--- src/rtl/ow_pkg.sv ---
// Shared definitions for the bus master transaction engine.
// Assumes: timing is expressed in microsecond ticks, standard speed only.
package ow_pkg;

    typedef enum logic [1:0] {
        OW_IDLE = 2'd0,
        OW_RST  = 2'd1,
        OW_BIT  = 2'd2
    } ow_state_e;

    localparam int unsigned OW_US_W = 10;

    // Reset slot: low time, presence sample point, last microsecond of slot.
    localparam logic [OW_US_W-1:0] OW_RST_LOW    = 10'd480;
    localparam logic [OW_US_W-1:0] OW_RST_SAMPLE = 10'd550;
    localparam logic [OW_US_W-1:0] OW_RST_LAST   = 10'd959;

    // Data slot: write-0 low, write-1/read low, sample point, last microsecond.
    localparam logic [OW_US_W-1:0] OW_W0_LOW     = 10'd60;
    localparam logic [OW_US_W-1:0] OW_W1_LOW     = 10'd6;
    localparam logic [OW_US_W-1:0] OW_BIT_SAMPLE = 10'd15;
    localparam logic [OW_US_W-1:0] OW_BIT_LAST   = 10'd69;

endpackage

--- src/rtl/ow_tick_gen.sv ---
// Microsecond tick prescaler.
// Produces a one-cycle tick every DIV clocks and restarts its phase on
// `restart` so every command begins on a whole microsecond.
// Assumes DIV >= 1; DIV == 1 yields a tick on every cycle.
module ow_tick_gen #(
    parameter int unsigned DIV = 100,
    localparam int unsigned CNT_W = (DIV > 1) ? $clog2(DIV) : 1
) (
    input  logic clk,
    input  logic rst_n,
    input  logic restart,
    output logic tick
);

    generate
        if (DIV == 1) begin : g_passthru
            logic unused_tick_inputs;
            assign unused_tick_inputs = restart ^ clk ^ rst_n;
            assign tick = 1'b1;
        end else begin : g_count
            localparam logic [CNT_W-1:0] LAST = CNT_W'(DIV - 1);
            logic [CNT_W-1:0] cnt_q;

            // Count clocks within one microsecond, wrapping at DIV-1.
            always_ff @(posedge clk) begin
                if (!rst_n || restart) begin
                    cnt_q <= '0;
                end else if (cnt_q == LAST) begin
                    cnt_q <= '0;
                end else begin
                    cnt_q <= cnt_q + 1'b1;
                end
            end

            assign tick = (cnt_q == LAST);
        end
    endgenerate

endmodule

--- src/rtl/ow_sync.sv ---
// Input synchronizer for the sampled bus line.
// Resets to 1 (released bus level). Assumes STAGES >= 1.
module ow_sync #(
    parameter int unsigned STAGES = 2
) (
    input  logic clk,
    input  logic rst_n,
    input  logic d,
    output logic q
);

    logic [STAGES-1:0] chain_q;

    generate
        if (STAGES == 1) begin : g_one
            // Single capture flop.
            always_ff @(posedge clk) begin
                if (!rst_n) chain_q <= 1'b1;
                else        chain_q <= d;
            end
        end else begin : g_many
            // Shift the line level through the chain.
            always_ff @(posedge clk) begin
                if (!rst_n) chain_q <= '1;
                else        chain_q <= {chain_q[STAGES-2:0], d};
            end
        end
    endgenerate

    assign q = chain_q[STAGES-1];

endmodule

--- src/rtl/ow_seq.sv ---
// Slot sequencer: runs an optional reset slot followed by an optional run
// of data slots, keeping transmit and receive words.
// Each transmitted 1 is a read slot whose sampled level is stored in place.
// Assumes MAX_BYTES is a power of two >= 2 and `tick` marks microseconds.
module ow_seq
    import ow_pkg::*;
#(
    parameter int unsigned MAX_BYTES = 4,
    localparam int unsigned DATA_W = 8 * MAX_BYTES,
    localparam int unsigned SIZE_W = $clog2(MAX_BYTES),
    localparam int unsigned IDX_W  = $clog2(DATA_W)
) (
    input  logic              clk,
    input  logic              rst_n,
    input  logic              tick,
    input  logic              cmd_we,
    input  logic              cmd_bus_reset,
    input  logic              cmd_xfer,
    input  logic [SIZE_W-1:0] cmd_size,
    input  logic              cmd_skip_presence,
    input  logic [DATA_W-1:0] tx_word,
    input  logic              line_s,
    output logic              accept,
    output logic              line_oe,
    output logic              busy,
    output logic [DATA_W-1:0] rx_word,
    output logic              done_set,
    output logic              nopres_set
);

    ow_state_e           state_q;
    logic [OW_US_W-1:0]  us_q;
    logic [IDX_W-1:0]    idx_q;
    logic [DATA_W-1:0]   tx_q;
    logic [DATA_W-1:0]   rx_q;
    logic [SIZE_W-1:0]   size_q;
    logic                xfer_q;
    logic                skip_q;
    logic                pres_q;
    logic                oe_q;

    logic [IDX_W-1:0]    last_idx;
    logic                cur_bit;
    logic [OW_US_W-1:0]  low_len;
    logic                slot_end;
    logic                at_sample;

    // Decode the current slot: last bit index, data bit, low time, end point.
    always_comb begin
        last_idx  = {size_q, 3'b111};
        cur_bit   = tx_q[idx_q];
        low_len   = cur_bit ? OW_W1_LOW : OW_W0_LOW;
        accept    = cmd_we && (state_q == OW_IDLE) && (cmd_bus_reset || cmd_xfer);
        slot_end  = 1'b0;
        at_sample = 1'b0;
        case (state_q)
            OW_RST: begin
                slot_end  = tick && (us_q == OW_RST_LAST);
                at_sample = tick && (us_q == OW_RST_SAMPLE);
            end
            OW_BIT: begin
                slot_end  = tick && (us_q == OW_BIT_LAST);
                at_sample = tick && (us_q == OW_BIT_SAMPLE);
            end
            default: ;
        endcase
    end

    // Completion and presence events raised on the last tick of a slot.
    always_comb begin
        done_set   = slot_end && (((state_q == OW_RST) && !xfer_q) ||
                                  ((state_q == OW_BIT) && (idx_q == last_idx)));
        nopres_set = slot_end && (state_q == OW_RST) && !pres_q && !skip_q;
    end

    // Main state machine: accept commands, step microseconds, slots and bits.
    always_ff @(posedge clk) begin
        if (!rst_n) begin
            state_q <= OW_IDLE;
            us_q    <= '0;
            idx_q   <= '0;
            tx_q    <= '0;
            rx_q    <= '0;
            size_q  <= '0;
            xfer_q  <= 1'b0;
            skip_q  <= 1'b0;
            pres_q  <= 1'b0;
        end else begin
            case (state_q)
                OW_IDLE: begin
                    if (accept) begin
                        tx_q    <= tx_word;
                        size_q  <= cmd_size;
                        xfer_q  <= cmd_xfer;
                        skip_q  <= cmd_skip_presence;
                        pres_q  <= 1'b0;
                        us_q    <= '0;
                        idx_q   <= '0;
                        if (cmd_xfer) rx_q <= '0;
                        state_q <= cmd_bus_reset ? OW_RST : OW_BIT;
                    end
                end
                OW_RST: begin
                    if (at_sample && !line_s) pres_q <= 1'b1;
                    if (slot_end) begin
                        us_q    <= '0;
                        state_q <= xfer_q ? OW_BIT : OW_IDLE;
                    end else if (tick) begin
                        us_q <= us_q + 1'b1;
                    end
                end
                OW_BIT: begin
                    if (at_sample && cur_bit) rx_q[idx_q] <= line_s;
                    if (slot_end) begin
                        us_q <= '0;
                        if (idx_q == last_idx) state_q <= OW_IDLE;
                        else                   idx_q   <= idx_q + 1'b1;
                    end else if (tick) begin
                        us_q <= us_q + 1'b1;
                    end
                end
                default: state_q <= OW_IDLE;
            endcase
        end
    end

    // Registered line enable: low phase of the reset or data slot.
    always_ff @(posedge clk) begin
        if (!rst_n) begin
            oe_q <= 1'b0;
        end else begin
            oe_q <= ((state_q == OW_RST) && (us_q < OW_RST_LOW)) ||
                    ((state_q == OW_BIT) && (us_q < low_len));
        end
    end

    assign line_oe = oe_q;
    assign busy    = (state_q != OW_IDLE);
    assign rx_word = rx_q;

    // a line enable never follows two idle cycles.
    a_r1_idle_release: assert property (@(posedge clk) disable iff (!rst_n)
        (state_q == OW_IDLE) && $past(state_q == OW_IDLE) |-> !oe_q);

    // latched transmit word holds while a command is running.
    a_r2_busy_hold_tx: assert property (@(posedge clk) disable iff (!rst_n)
        (state_q != OW_IDLE) |=> $stable(tx_q));

    // line is released one microsecond after the reset low phase.
    a_r3_reset_release: assert property (@(posedge clk) disable iff (!rst_n)
        (state_q == OW_RST) && (us_q == OW_RST_LOW + 10'd1) |-> !oe_q);

    // bit index stays inside the requested size.
    a_r6_idx_bound: assert property (@(posedge clk) disable iff (!rst_n)
        (state_q == OW_BIT) |-> (idx_q <= last_idx));

    // receive word is stable while idle and no command arrives.
    a_r8_rx_hold_idle: assert property (@(posedge clk) disable iff (!rst_n)
        (state_q == OW_IDLE) && !cmd_we |=> $stable(rx_q));

endmodule

--- src/rtl/ow_status.sv ---
// Sticky status flags with write-one-to-clear and interrupt combining.
// A set event in the same cycle as a clear wins.
module ow_status (
    input  logic       clk,
    input  logic       rst_n,
    input  logic       done_set,
    input  logic       nopres_set,
    input  logic [1:0] stat_clr,
    input  logic       irq_en_done,
    input  logic       irq_en_nopres,
    output logic       stat_done,
    output logic       stat_nopres,
    output logic       irq
);

    logic done_q;
    logic nopres_q;

    // Hold each flag until its clear bit is pulsed.
    always_ff @(posedge clk) begin
        if (!rst_n) begin
            done_q   <= 1'b0;
            nopres_q <= 1'b0;
        end else begin
            done_q   <= done_set   || (done_q   && !stat_clr[0]);
            nopres_q <= nopres_set || (nopres_q && !stat_clr[1]);
        end
    end

    assign stat_done   = done_q;
    assign stat_nopres = nopres_q;
    assign irq         = (done_q && irq_en_done) || (nopres_q && irq_en_nopres);

    // done flag persists without a clear.
    a_r11_done_sticky: assert property (@(posedge clk) disable iff (!rst_n)
        done_q && !stat_clr[0] |=> done_q);

    // no-presence flag persists without a clear.
    a_r11_nopres_sticky: assert property (@(posedge clk) disable iff (!rst_n)
        nopres_q && !stat_clr[1] |=> nopres_q);

    // done flag rises only on a completion event.
    a_r10_done_source: assert property (@(posedge clk) disable iff (!rst_n)
        $rose(done_q) |-> $past(done_set));

endmodule

--- src/rtl/ow_txn_engine.sv ---
// Top level of the single-line bus master transaction engine.
// Connects the microsecond prescaler, line synchronizer, slot sequencer and
// status block. Assumes an external open-drain pad driven low by line_oe.
module ow_txn_engine #(
    parameter int unsigned MAX_BYTES   = 4,
    parameter int unsigned TICK_DIV    = 100,
    parameter int unsigned SYNC_STAGES = 2,
    localparam int unsigned DATA_W = 8 * MAX_BYTES,
    localparam int unsigned SIZE_W = $clog2(MAX_BYTES)
) (
    input  logic              clk,
    input  logic              rst_n,
    input  logic              cmd_we,
    input  logic              cmd_bus_reset,
    input  logic              cmd_xfer,
    input  logic [SIZE_W-1:0] cmd_size,
    input  logic              cmd_skip_presence,
    input  logic [DATA_W-1:0] tx_word,
    input  logic              irq_en_done,
    input  logic              irq_en_nopres,
    input  logic [1:0]        stat_clr,
    input  logic              line_in,
    output logic              line_oe,
    output logic [DATA_W-1:0] rx_word,
    output logic              busy,
    output logic              stat_done,
    output logic              stat_nopres,
    output logic              irq
);

    logic tick;
    logic accept;
    logic line_s;
    logic done_set;
    logic nopres_set;

    ow_tick_gen #(.DIV(TICK_DIV)) tick_i (
        .clk     (clk),
        .rst_n   (rst_n),
        .restart (accept),
        .tick    (tick)
    );

    ow_sync #(.STAGES(SYNC_STAGES)) sync_i (
        .clk   (clk),
        .rst_n (rst_n),
        .d     (line_in),
        .q     (line_s)
    );

    ow_seq #(.MAX_BYTES(MAX_BYTES)) seq_i (
        .clk               (clk),
        .rst_n             (rst_n),
        .tick              (tick),
        .cmd_we            (cmd_we),
        .cmd_bus_reset     (cmd_bus_reset),
        .cmd_xfer          (cmd_xfer),
        .cmd_size          (cmd_size),
        .cmd_skip_presence (cmd_skip_presence),
        .tx_word           (tx_word),
        .line_s            (line_s),
        .accept            (accept),
        .line_oe           (line_oe),
        .busy              (busy),
        .rx_word           (rx_word),
        .done_set          (done_set),
        .nopres_set        (nopres_set)
    );

    ow_status status_i (
        .clk           (clk),
        .rst_n         (rst_n),
        .done_set      (done_set),
        .nopres_set    (nopres_set),
        .stat_clr      (stat_clr),
        .irq_en_done   (irq_en_done),
        .irq_en_nopres (irq_en_nopres),
        .stat_done     (stat_done),
        .stat_nopres   (stat_nopres),
        .irq           (irq)
    );

endmodule

--- config.mk ---
export PLATFORM = sky130hd
export DESIGN_NAME = ow_txn_engine
export DESIGN_NICKNAME = d
export VERILOG_FILES = /design/src/rtl/ow_pkg.sv /design/src/rtl/ow_tick_gen.sv /design/src/rtl/ow_sync.sv /design/src/rtl/ow_seq.sv /design/src/rtl/ow_status.sv /design/src/rtl/ow_txn_engine.sv
export SDC_FILE = /design/constraint.sdc
export NUM_CORES = 1
export LEC_CHECK = 0
export BUFFER_PORTS_ARGS = -buffer_cell sky130_fd_sc_hd__buf_4
export CAP_MARGIN = 20
export CORE_MARGIN = 3
export CORE_UTILIZATION = 34
export DETAILED_ROUTE_END_ITERATION = 16
export GPL_TIMING_DRIVEN = 0
export PLACE_DENSITY = 0.62
export SLEW_MARGIN = 20
export SYNTH_ARGS = -nofsm -noshare
export SYNTH_HDL_FRONTEND = slang
export SYNTH_HIERARCHICAL = 1
export SYNTH_SLANG_ARGS = --single-unit
--- constraint.sdc ---
create_clock -name clk -period 4.2 [get_ports clk]
set_clock_uncertainty 0.1 [all_clocks]
set_input_delay 0.84 -clock clk [delete_from_list [all_inputs] [get_ports clk]]
set_output_delay 0.84 -clock clk [all_outputs]
set_load 0.02 [all_outputs]
# ---- After elaboration in Yosys (flattened, before gate mapping)
# Index checks and enable logic that the tools add are counted.
dict set report totals {
  ff_bits 98
  inputBits 45
  word_cells 116
}
dict set report classes {
  add_sub_neg 3
  n_lt_le_gt_ge 4
  n_eq_ne 17
  muxes 30
  n_reduce_logical 48
}
# cell count
set op_table {}
lappend op_table {{$mux 32} 3}
lappend op_table {{$pmux 32 s2} 1}
lappend op_table {{$bwmux 32} 1}
lappend op_table {{$mux 10} 3}
lappend op_table {{$logic_and 1x1->1} 21}
lappend op_table {{$eq 10x10->1 const B} 2}
lappend op_table {{$pmux 10 s2} 1}
lappend op_table {{$mux 5} 3}
lappend op_table {{$mux 2} 6}
lappend op_table {{$ne 2x2->1 const B} 6}
lappend op_table {{$reduce_and 4->1} 3}
lappend op_table {{$add 10x1->10 const B} 1}
lappend op_table {{$eq 10x4->1 const B} 1}
lappend op_table {{$eq 10x7->1 const B} 1}
lappend op_table {{$lt 10x10->1} 1}
lappend op_table {{$lt 10x9->1 const B} 1}
lappend op_table {{$pmux 5 s2} 1}
lappend op_table {{$reduce_bool 2->1} 4}
lappend op_table {{$add 7x1->7 const B} 1}
lappend op_table {{$eq 7x7->1 const B} 1}
lappend op_table {{$logic_not 1->1} 7}
lappend op_table {{$logic_or 1x1->1} 7}
lappend op_table {{$lt 5x6->1 const B} 1}
lappend op_table {{$mux 6} 1}
lappend op_table {{16 further kinds} 24}

# ---- Depth between registers and ports, before layout
dict set report logic_depth {
  depth_word 7
  ltp_mapped 12
  depth_no_buf 10
}

# ---- Hierarchy
# The synthesis kept the hierarchy.
# module n_inst cells_each area_per_inst_um2
set by_module_without_submodules {}
lappend by_module_without_submodules {ow_seq 1 519 4420.5}
lappend by_module_without_submodules {ow_tick_gen 1 34 315.3}
lappend by_module_without_submodules {ow_status 1 7 77.6}
lappend by_module_without_submodules {ow_sync 1 4 52.6}

# ---- Worst setup path before layout
# Ideal clock, no wire load.
dict set report synth_timing {
  kind {register -> register}
  startpoint {register seq_i.idx_q[1]}
  endpoint {register seq_i.oe_q (netlist: seq_i/line_oe)}
  setup_time_ns 0.069
  arrival_time_ns 2.540
  slack_ns 1.492
  path_stages_with_launch 12
  path_buffers 2
  synth_period_minus_slack_ns 2.708
  cell_sequence {dfxtp_1 > buf_6 > buf_8 > mux2i_1 > mux4_2 > a22oi_2 > nand2_1 > nor2_1 > ha_1 > a2111oi_0 > nand2_1 > o21ai_1}
}
dict set report synth_via {
  elab_chain_len 6
}
# item line
set synth_lines {}
lappend synth_lines {{start: declaration} ow_seq.sv:33} ;# logic [IDX_W-1:0] idx_q;
lappend synth_lines {{start signal: assignment} ow_seq.sv:117} ;# else idx_q <= idx_q + 1'b1;
lappend synth_lines {{$bmux 1 s5} ow_seq.sv:51} ;# cur_bit = tx_q[idx_q];
lappend synth_lines {{$mux 1 (implied by the code)} ow_seq.sv:51}
lappend synth_lines {{$mux 6} ow_seq.sv:52} ;# low_len = cur_bit ? OW_W1_LOW : OW_W0_LOW;
lappend synth_lines {{$lt 10x10->1} ow_seq.sv:133} ;# ((state_q == OW_BIT) && (us_q < low_len));
lappend synth_lines {{$logic_and 1x1->1} ow_seq.sv:133}
lappend synth_lines {{$logic_or 1x1->1} ow_seq.sv:132} ;# oe_q <= ((state_q == OW_RST) && (us_q < OW_RST_LOW)) ||
lappend synth_lines {{end signal: assignment} ow_seq.sv:132}
lappend synth_lines {{end: declaration} ow_seq.sv:40} ;# logic oe_q;
# No other way between the ends. The select of a mux whose other input is x is not followed.
# A chain may end at the register's enable or synchronous reset.

# ---- Worst setup path in the final report
dict set report layout_timing {
  startpoint {register seq_i.idx_q[4]}
  endpoint {register seq_i.oe_q (netlist: seq_i/line_oe)}
}
# Same word-level chain as after synthesis.

==> flow_metrics.py <==
metrics = {
    "logic_synthesis": {
        "syn_avg_cell_area_sq_um": 8.63,
        "synth_edf_count": 0,
        "synth_cells": 564,
        "yosysWarnings": 6,
        "synthFlopType": "dfxtp_1",
        "synth_top_area_share_pct": 40.3,
        "yosys-top-cells-count": "nand2_1 (123), dfxtp_1 (98), a21boi_0 (38), mux2i_1 (37), nor2_1 (26)",
        "ys_types": 63,
        "ys_ff_latch": 98,
        "yosysMostFrequentCell": "nand2_1",
        "synth_area_leaders": "dfxtp_1 (40%), nand2_1 (9.5%), mux2i_1 (7.6%), a21boi_0 (5.9%), ha_1 (3.1%)",
        "syn_area_sq_um": 4870,
        "async_reset_ff_share_pct": 0,
        "synth_top_area_cell": "dfxtp_1",
        "syn_nets": 621,
        "yosysSeqAreaShare_pct": 40.3,
    },
    "floorplan": {
        "boundaryPins": 82,
        "start_util_pct": 34.9,
        "core_area_sq_um": 13900,
        "die_h_um": 126,
        "die_x_um": 126,
        "fp.dieArea_sq_um": 15800,
        "rows": 43,
    },
    "clock_tree": {
        "root_buffer": "clkbuf_16",
        "numCtsBuffers": 9,
        "cts_tree": "done",
        "clock_latency_ps": 350,
        "ctsHoldBuffers": 0,
        "cts.sinks": 98,
        "cts_buffer_depth": 2,
        "clk_pin_slew_ps": 70,
        "cts_setup_buffers": 0,
        "cts_resized": 0,
        "cts.htree.levels": 3,
    },
    "timing": {
        "fmax_mhz": 305,
        "final-setup-viol-count": 0,
        "slew_headroom_pct": 45.1,
        "final_max_slew_viol_count": 0,
        "setup_ws_ps": 924,
        "tightest_slew_ps": 824,
        "hold_viol": 0,
        "rsz0062_at_grt": "false",
        "fin_crit_ps": 3280,
        "setup_tns_ps": 0,
        "finalCritPeriodShare_pct": 78.0,
    },
    "finish": {
        "drive_gt1_share_pct": 17.7,
        "fillCellCount": 1388,
        "stdcell_area_sq_um": 6020,
        "syn_to_final_growth_pct": 23.8,
        "diodes": 0,
        "nets": 713,
    },
    "detailed_routing": {
        "dr.pass1.iters": 6,
        "drc": 0,
        "vias": 4333,
        "drtAntennaViolNets": 0,
        "via_per_inst": 5.15,
        "wire_per_inst_um": 15.0,
        "drt_wl_total_mm": 12.6,
        "drt_iter0_markers": 220,
    },
    "power_and_ir_drop": {
        "power.density_nw_per_um2": 424,
        "ir_drop_mv": 0.211,
        "p_leak_nw": 2.28,
        "p_total_mw": 2.55,
    },
    "global_route": {
        "antenna_found_initial": 0,
        "first_global_vias": 4304,
        "grt_overflow_total": 0,
        "grt_pass1_wl_mm": 21.0,
        "grt_use_total_pct": 16.2,
        "grt_max_degree": 16,
    },
    "hold_path": {
        "min_path_type": "flop to flop",
    },
    "critical_path": {
        "cp-start-kind": "flop",
        "critPathArrivalTime_ps": 3450,
        "setup.worst_path.end_class": "flop",
        "cp_max_fo": 10,
        "crit_type": "flop to flop",
        "crit_required_ps": 4370,
    },
    "place": {
        "gp_congestion": 0.851,
        "hpwl_mm": 9.44,
        "place_area_sq_um": 5700,
        "port_buffers": 81,
        "place_ws_ps": 954,
    },
    "run": {
        "cap_violations": 0,
    },
    "status": {
        "status": "complete, no violations",
    },
}
-- sequential cells by signal (all words and copies together) (netlist names) --
name / count
seq_i/line_oe: 1
sync_i/chain_q: 2
seq_i/skip_q: 1
seq_i/us_q: 10
seq_i/rx_word: 32
seq_i/tx_q: 32
status_i/stat_done: 1
seq_i/xfer_q: 1
seq_i/size_q: 2
status_i/stat_nopres: 1
seq_i/state_q: 2
tick_i/g_count.cnt_q: 7
seq_i/idx_q: 5
seq_i/pres_q: 1
-- worst max-delay path: stages (launching register included) --
cell and delay, ps:
dfxtp_1 410, inv_1 140, clkbuf_1 480, mux4_2 430, a22oi_2 220, nand2_1 210
nor2_1 240, ha_1 280, a2111oi_0 400, nand2_1 100, o21ai_1 180
-- layout make-up --
class                           count  area [sq um]  area share [%]
Multi-Input combinational cell    418          2700            44.8
Sequential cell                    98          1960            32.6
Timing Repair Buffer               81           608            10.1
Clock buffer                       13           280            4.65
Tap cell                          180           225            3.74
Buffer                             34           150            2.49
Inverter                           14          52.6           0.872
Clock inverter                      3          43.8           0.727
-- where the power goes --
group          switching (mW)  total, mW  internal [mW]  leakage (nW)
registers              0.0481       1.05           1.01         0.796
logic                   0.393      0.614          0.221          1.32
clock network           0.356      0.884          0.528         0.162
-- final timing paths --
check | from | to | slack, ps | cells after the start
min | sync_i/chain_q[0] | sync_i/chain_q[1] | 310 | 1
max | seq_i/idx_q[4] | seq_i/line_oe | 920 | 10
min reg2reg | sync_i/chain_q[0] | sync_i/chain_q[1] | 310 | 1
max reg2reg | seq_i/idx_q[4] | seq_i/line_oe | 920 | 10
-- logic make-up after synthesis --
| logic type | count (synthesis) | share of synthesized area (%) |
|---|---|---|
| and+or+nand+nor | 237 | 23.0 |
| AOI/OAI and AO/OA | 116 | 17.8 |
| DFF | 98 | 40.3 |
| buffers and inverters | 48 | 4.17 |
| muxes | 41 | 9.46 |
| xor gates and xnor gates | 12 | 2.16 |
| adders and majority gates | 12 | 3.09 |
-- metal layers --
layer	vias to the layer above	global-route usage, %	share of wire [%]	wire length [um]
met2	121	26.6	46	5840
li1	2179	-	-	-
met4	0	5.93	1.5	184
met3	13	3.39	5.6	704
met5	-	0	0	0
met1	2020	21.1	47	5880
-- stage by stage --
stage	cells	hold slack [ps]	util, %
floorplan	564	286	-
global placement	825	295	40.9
detailed placement	825	300	40.9
CTS	841	315	43.2
global route	841	350	43.2
finish	841	310	43.2
-- cells in the final DEF (no fill, tap or decap), types with 7 or more instances in the layout --
cell,count
o21ai_0,8
mux2i_1,37
dfxtp_1,98
ha_1,12
nor2b_1,15
xor2_1,7
clkbuf_16,9
a21oi_1,9
nor3_1,10
o31ai_1,8
clkbuf_1,25
o211ai_1,8
nor4_1,7
a21boi_0,38
o41ai_1,7
nand2_1,123
nand3_1,21
nor2_1,26
buf_4,81
inv_1,13
No activity file was read; power rests on OpenSTA's default activity.
